<file path="config.mk">
export PLATFORM = sky130hd
export DESIGN_NAME = csdec_top
export DESIGN_NICKNAME = d
export VERILOG_FILES = /design/src/rtl/csdec_pkg.sv /design/src/rtl/csdec_win_reg.sv /design/src/rtl/csdec_win_match.sv /design/src/rtl/csdec_prio.sv /design/src/rtl/csdec_top.sv
export SDC_FILE = /design/constraint.sdc
export NUM_CORES = 1
export LEC_CHECK = 0
export BUFFER_PORTS_ARGS = -buffer_cell sky130_fd_sc_hd__buf_2
export CORE_UTILIZATION = 45
export CTS_CLUSTER_DIAMETER = 80
export CTS_CLUSTER_SIZE = 16
export DETAILED_ROUTE_END_ITERATION = 7
export GPL_TIMING_DRIVEN = 0
export MAX_ROUTING_LAYER = met4
export PLACE_DENSITY_LB_ADDON = 0.2
export SYNTH_ARGS = -nofsm -noshare
export SYNTH_HDL_FRONTEND = slang
export SYNTH_SLANG_ARGS = --single-unit
</file>
<file path="constraint.sdc">
create_clock -name clk -period 6.4 [get_ports clk]
set_input_delay 0.64 -clock clk [delete_from_list [all_inputs] [get_ports clk]]
set_output_delay 0.64 -clock clk [all_outputs]
set_load 0.02 [all_outputs]
</file>
<file path="src/rtl/csdec_pkg.sv">
package csdec_pkg;
  localparam int unsigned WORD_W    = 32;
  localparam int unsigned HI_W      = 16;
  localparam int unsigned HI_LSB    = WORD_W - HI_W;
  localparam int unsigned EN_POS    = 0;
  localparam int unsigned PROT_POS  = 8;

  typedef struct packed {
    logic [HI_W-1:0] base;
    logic [HI_W-1:0] ignore;
    logic            en;
    logic            prot;
  } win_cfg_t;
endpackage

</file>
<file path="src/rtl/csdec_win_reg.sv">
module csdec_win_reg
  import csdec_pkg::*;
(
  input  logic              clk,
  input  logic              rst_n,
  input  logic              wr_base,
  input  logic              wr_ctrl,
  input  logic [WORD_W-1:0] wdata,
  output win_cfg_t          cfg
);
  win_cfg_t cfg_q, cfg_d;

  always_comb begin
    cfg_d = cfg_q;
    if (wr_base) begin
      cfg_d.base = wdata[HI_LSB +: HI_W];
    end
    if (wr_ctrl) begin
      cfg_d.ignore = wdata[HI_LSB +: HI_W];
      cfg_d.en     = wdata[EN_POS];
      cfg_d.prot   = wdata[PROT_POS];
    end
  end

  always_ff @(posedge clk or negedge rst_n) begin
    if (!rst_n) begin
      cfg_q <= '0;
    end else if (wr_base || wr_ctrl) begin
      cfg_q <= cfg_d;
    end
  end

  assign cfg = cfg_q;
endmodule

</file>
<file path="src/rtl/csdec_win_match.sv">
module csdec_win_match
  import csdec_pkg::*;
(
  input  win_cfg_t        cfg,
  input  logic [HI_W-1:0] addr_hi,
  output logic            hit
);
  logic [HI_W-1:0] diff;

  assign diff = (addr_hi ^ cfg.base) & ~cfg.ignore;
  assign hit  = cfg.en && (diff == '0);
endmodule

</file>
<file path="src/rtl/csdec_prio.sv">
module csdec_prio #(
  parameter int unsigned N = 5
) (
  input  logic [N-1:0] req,
  output logic [N-1:0] grant
);
  // isolate the lowest set bit: lowest index wins
  assign grant = req & (~req + N'(1));
endmodule

</file>
<file path="src/rtl/csdec_top.sv">
module csdec_top
  import csdec_pkg::*;
#(
  parameter  int unsigned NUM_WIN = 5,
  localparam int unsigned IW      = (NUM_WIN > 1) ? $clog2(NUM_WIN) : 1
) (
  input  logic               clk,
  input  logic               rst_n,
  input  logic               cfg_we,
  input  logic [IW-1:0]      cfg_win,
  input  logic               cfg_kind,
  input  logic [WORD_W-1:0]  cfg_wdata,
  output logic [WORD_W-1:0]  cfg_rdata,
  input  logic               req_valid,
  input  logic [WORD_W-1:0]  req_addr,
  input  logic               req_write,
  output logic [NUM_WIN-1:0] cs_sel,
  output logic               no_match,
  output logic               bus_err
);
  // reset: asserted asynchronously, released through two flops
  logic [1:0] rst_sync_q;
  logic       rst_core_n;

  always_ff @(posedge clk or negedge rst_n) begin
    if (!rst_n) begin
      rst_sync_q <= 2'b00;
    end else begin
      rst_sync_q <= {rst_sync_q[0], 1'b1};
    end
  end
  assign rst_core_n = rst_sync_q[1];

  win_cfg_t           wcfg [NUM_WIN];
  logic [NUM_WIN-1:0] hit_vec;
  logic [NUM_WIN-1:0] prot_vec;
  logic [NUM_WIN-1:0] grant;

  for (genvar i = 0; i < NUM_WIN; i++) begin : g_win
    logic sel_here;
    assign sel_here = cfg_we && (cfg_win == IW'(i));

    csdec_win_reg u_reg (
      .clk     (clk),
      .rst_n   (rst_core_n),
      .wr_base (sel_here && !cfg_kind),
      .wr_ctrl (sel_here &&  cfg_kind),
      .wdata   (cfg_wdata),
      .cfg     (wcfg[i])
    );

    csdec_win_match u_match (
      .cfg     (wcfg[i]),
      .addr_hi (req_addr[HI_LSB +: HI_W]),
      .hit     (hit_vec[i])
    );

    assign prot_vec[i] = wcfg[i].prot;
  end

  csdec_prio #(.N(NUM_WIN)) u_prio (
    .req   (hit_vec),
    .grant (grant)
  );

  // register read-back
  always_comb begin
    cfg_rdata = '0;
    for (int i = 0; i < NUM_WIN; i++) begin
      if (cfg_win == IW'(i)) begin
        if (cfg_kind) begin
          cfg_rdata[HI_LSB +: HI_W] = wcfg[i].ignore;
          cfg_rdata[PROT_POS]       = wcfg[i].prot;
          cfg_rdata[EN_POS]         = wcfg[i].en;
        end else begin
          cfg_rdata[HI_LSB +: HI_W] = wcfg[i].base;
        end
      end
    end
  end

  // response next state
  logic               winner_prot;
  logic               blocked;
  logic [NUM_WIN-1:0] cs_d;
  logic               miss_d;
  logic               err_d;

  always_comb begin
    winner_prot = |(grant & prot_vec);
    blocked     = req_write && winner_prot;
    cs_d        = (req_valid && !blocked) ? grant : '0;
    miss_d      = req_valid && (hit_vec == '0);
    err_d       = req_valid && blocked;
  end

  always_ff @(posedge clk or negedge rst_core_n) begin
    if (!rst_core_n) begin
      cs_sel   <= '0;
      no_match <= 1'b0;
      bus_err  <= 1'b0;
    end else begin
      cs_sel   <= cs_d;
      no_match <= miss_d;
      bus_err  <= err_d;
    end
  end
endmodule

</file>
==> results.tsv <==
metric	value	unit
status	finished clean	
worstPathCellList	buf_2 -> buf_2 -> buf_2 -> mux2i_1 -> o22ai_1 -> o21ai_0 -> o21ai_0 -> nor2_1 -> a21oi_1 -> buf_2	
placementRows	53	
synthArstFlopShare	100	%
areaGrowthSynthToFinish	12.8	%
final_max_slew_viol_count	0	
finalWirelength	27.4	mm
required	5.76	ns
critPathCaptureType	primary output	
yosys_register_bits	179	
yosysSeqAreaShare	46.2	%
drt-initial-drc-count	454	
n_antenna_cell	0	
reg2reg_to	cs_sel[0]	
power_density	319	nW/um2
synth_edf_count	0	
hpwl	19.7	mm
postCtsSetupBuffers	0	
layout.nets	951	
cts_tree	yes	
place_congestion	0.844	
p_leak	0.00478	uW
die_x	149	um
ir_drop	0.000166	V
cts_root_buf	clkbuf_16	
drive_gt1_share	25.3	%
syn-mean-instance-area	12.0	um2
h-tree-depth	4	
crit_fanout	10	
portBuffers	33	
max_stage_delay	0.45	ns
worstReg2RegStart	g_win[3].u_reg.cfg[26]	
synth_area_leaders	dfrtp_1, mux2_1, mux2_2	
crit_start	cfg_kind	
whs	0.330	ns
ant_nets	0	
yosys.area.top_type_share	46.2	%
numCtsBuffers	17	
avgRoutedWirePerCell	23.5	um
skew	0.0114	ns
slowest_stage	buf_2	
report.final.hold_viol_count	0	
vias_per_cell	5.66	
synth_cell_types	43	
critPathLaunchType	input pin	
period_share	53.9	%
gr-usage-all-layers	27.2	%
grt_pass1_wl	42.1	mm
synth_area_leader_cell	dfrtp_1	
vias	6598	
grt_max_degree	56	
start_util	45.9	%
antenna_found_initial	0	
dr.pass1.iters	5	
setup.worst_path.end	cfg_rdata[19]	
die_h	149	um
clockBufferDepth	2	
cp.arrival	2.81	ns
postSynthCellCount	809	
cts_sinks	179	
critPathKind	in2out	
synthFlopType	dfrtp_1	
grt_pass1_vias	6606	
die-area	22100	um2
worst_pin_slew	0.916	ns
reg2regPathDepth	7	
setup_tns	0	ns
coreArea	21100	um2
layout_min_cycle_time	3.45	ns
rsz0062_at_grt	no	
synth_area	9690	um2
max_freq	290	MHz
cp_common_cell	buf_2	
ff2ff_setup_slack	4.06	ns
setup_viol_count_final	0	
clk_pin_slew	0.08	ns
max_slew_margin	38.9	%
worstHoldPathType	reg2async	
io_pins	112	
yosysWarnings	0	
cap_violations	0	
grt_overflow	0	
insertion_delay	0.44	ns
remaining_drc_errors	0	
critical path: cells and delay by family:
| kind | cells | cell delay, ns |
|---|---|---|
| buf+inv | 4 | 1.09 |
| mux | 1 | 0.40 |
| simple gates | 1 | 0.11 |
| compound gates | 4 | 0.55 |
cell type report:
| type | instances | area [um2] |
|---|---|---|
| Sequential cell | 179 | 4480 |
| Timing Repair Buffer | 37 | 250 |
| Clock buffer | 17 | 425 |
| Multi-Input combinational cell | 554 | 4740 |
| Buffer | 86 | 502 |
| Clock inverter | 15 | 164 |
| Fill cell | 1897 | 10200 |
| Inverter | 3 | 11.3 |
| Tap cell | 275 | 344 |
where the power goes:
part           switching [uW]  internal, uW  leakage (uW)
clock                     526           525      0.000283
sequential                240          1380       0.00220
combinational             389           420       0.00229
total                    1150          2330       0.00478
how the worst min path moves through the flow:
stage,startpoint,end,slack (ns),cells past startpoint
final,rst_sync_q[1],g_win[1].u_reg.cfg[17],0.33,0
after global routing,rst_sync_q[0],rst_sync_q[1],0.37,0
after CTS,rst_sync_q[1],g_win[1].u_reg.cfg[17],0.36,0
after detailed placement,rst_sync_q[0],rst_sync_q[1],0.34,0
after global placement,rst_sync_q[0],rst_sync_q[1],0.34,0
after floorplan,rst_sync_q[0],rst_sync_q[1],0.33,0
kinds of logic (layout without fill, tap and decap cells):
group	after synthesis	in the layout	synth area share (%)
AOI/OAI and AO/OA	133	133	8.25
xor gates and xnor gates	80	80	7.47
buffers and inverters	89	158	5.30
DFF	179	179	46.2
muxes	251	251	28.1
other	2	15	0.0775
and+or+nand+nor	75	75	4.53
cell usage in the layout, fill, tap and decap left out, drive strengths merged, types with 3 or more instances in the layout:
cell    netlist  layout
and3          4       4
clkbuf       10      27
nor3          7       7
conb          2      15
dfrtp       179     179
inv           3      11
nand2         9       9
o22ai        49      49
o21ai        57      57
xnor2        80      80
nor2         28      28
mux2        169     169
nor4          9       9
buf          76     112
nand2b        3       3
clkinv        0       5
a21oi        18      18
nand3         4       4
mux2i        82      82
nor2b         4       4
cells in the mapped netlist, drive strengths merged (3+ instances only):
master and number:
o21ai 57, nor4 9, nand2 9, mux2 169
clkbuf 10, o22ai 49, buf 76, and3 4
nor2 28, xnor2 80, inv 3, a21oi 18
nor2b 4, nand3 4, nand2b 3, dfrtp 179
nor3 7, mux2i 82
through the flow:
step	cell area (um2)	power, uW	utilization [%]	instances	setup slack (ns)
floorplan	9730	2200	-	822	1.04
detailed placement	10300	2440	48.9	1133	3.02
global route	10900	3660	51.8	1166	2.86
global placement	10200	2410	48.6	1130	-1.33
finish	10900	3480	51.8	1166	2.95
CTS	10900	3490	51.8	1166	3.01
layer usage:
metal  part of all wire (%)  routed length [um]  up-vias  GRT usage [%]
met1                     47               12800     3326           38.9
met2                     46               12500      219           39.8
met5                      0                   0        -              -
li1                       -                   -     3019              -
met3                    5.7                1550       34           4.63
met4                    1.6                 442        0           7.27
registers in the layout, indices dropped and copies added (netlist names):
name / cells
cs_sel: 5
g_win.u_reg.cfg: 170
bus_err: 1
no_match: 1
rst_sync_q: 2
what timing repair did:
action | CTS | global route
hold endpoints to repair | 2 | 0
hold buffers | 1 | 0
resized for setup | 0 | 0
Power figures use the tool's default switching activity.
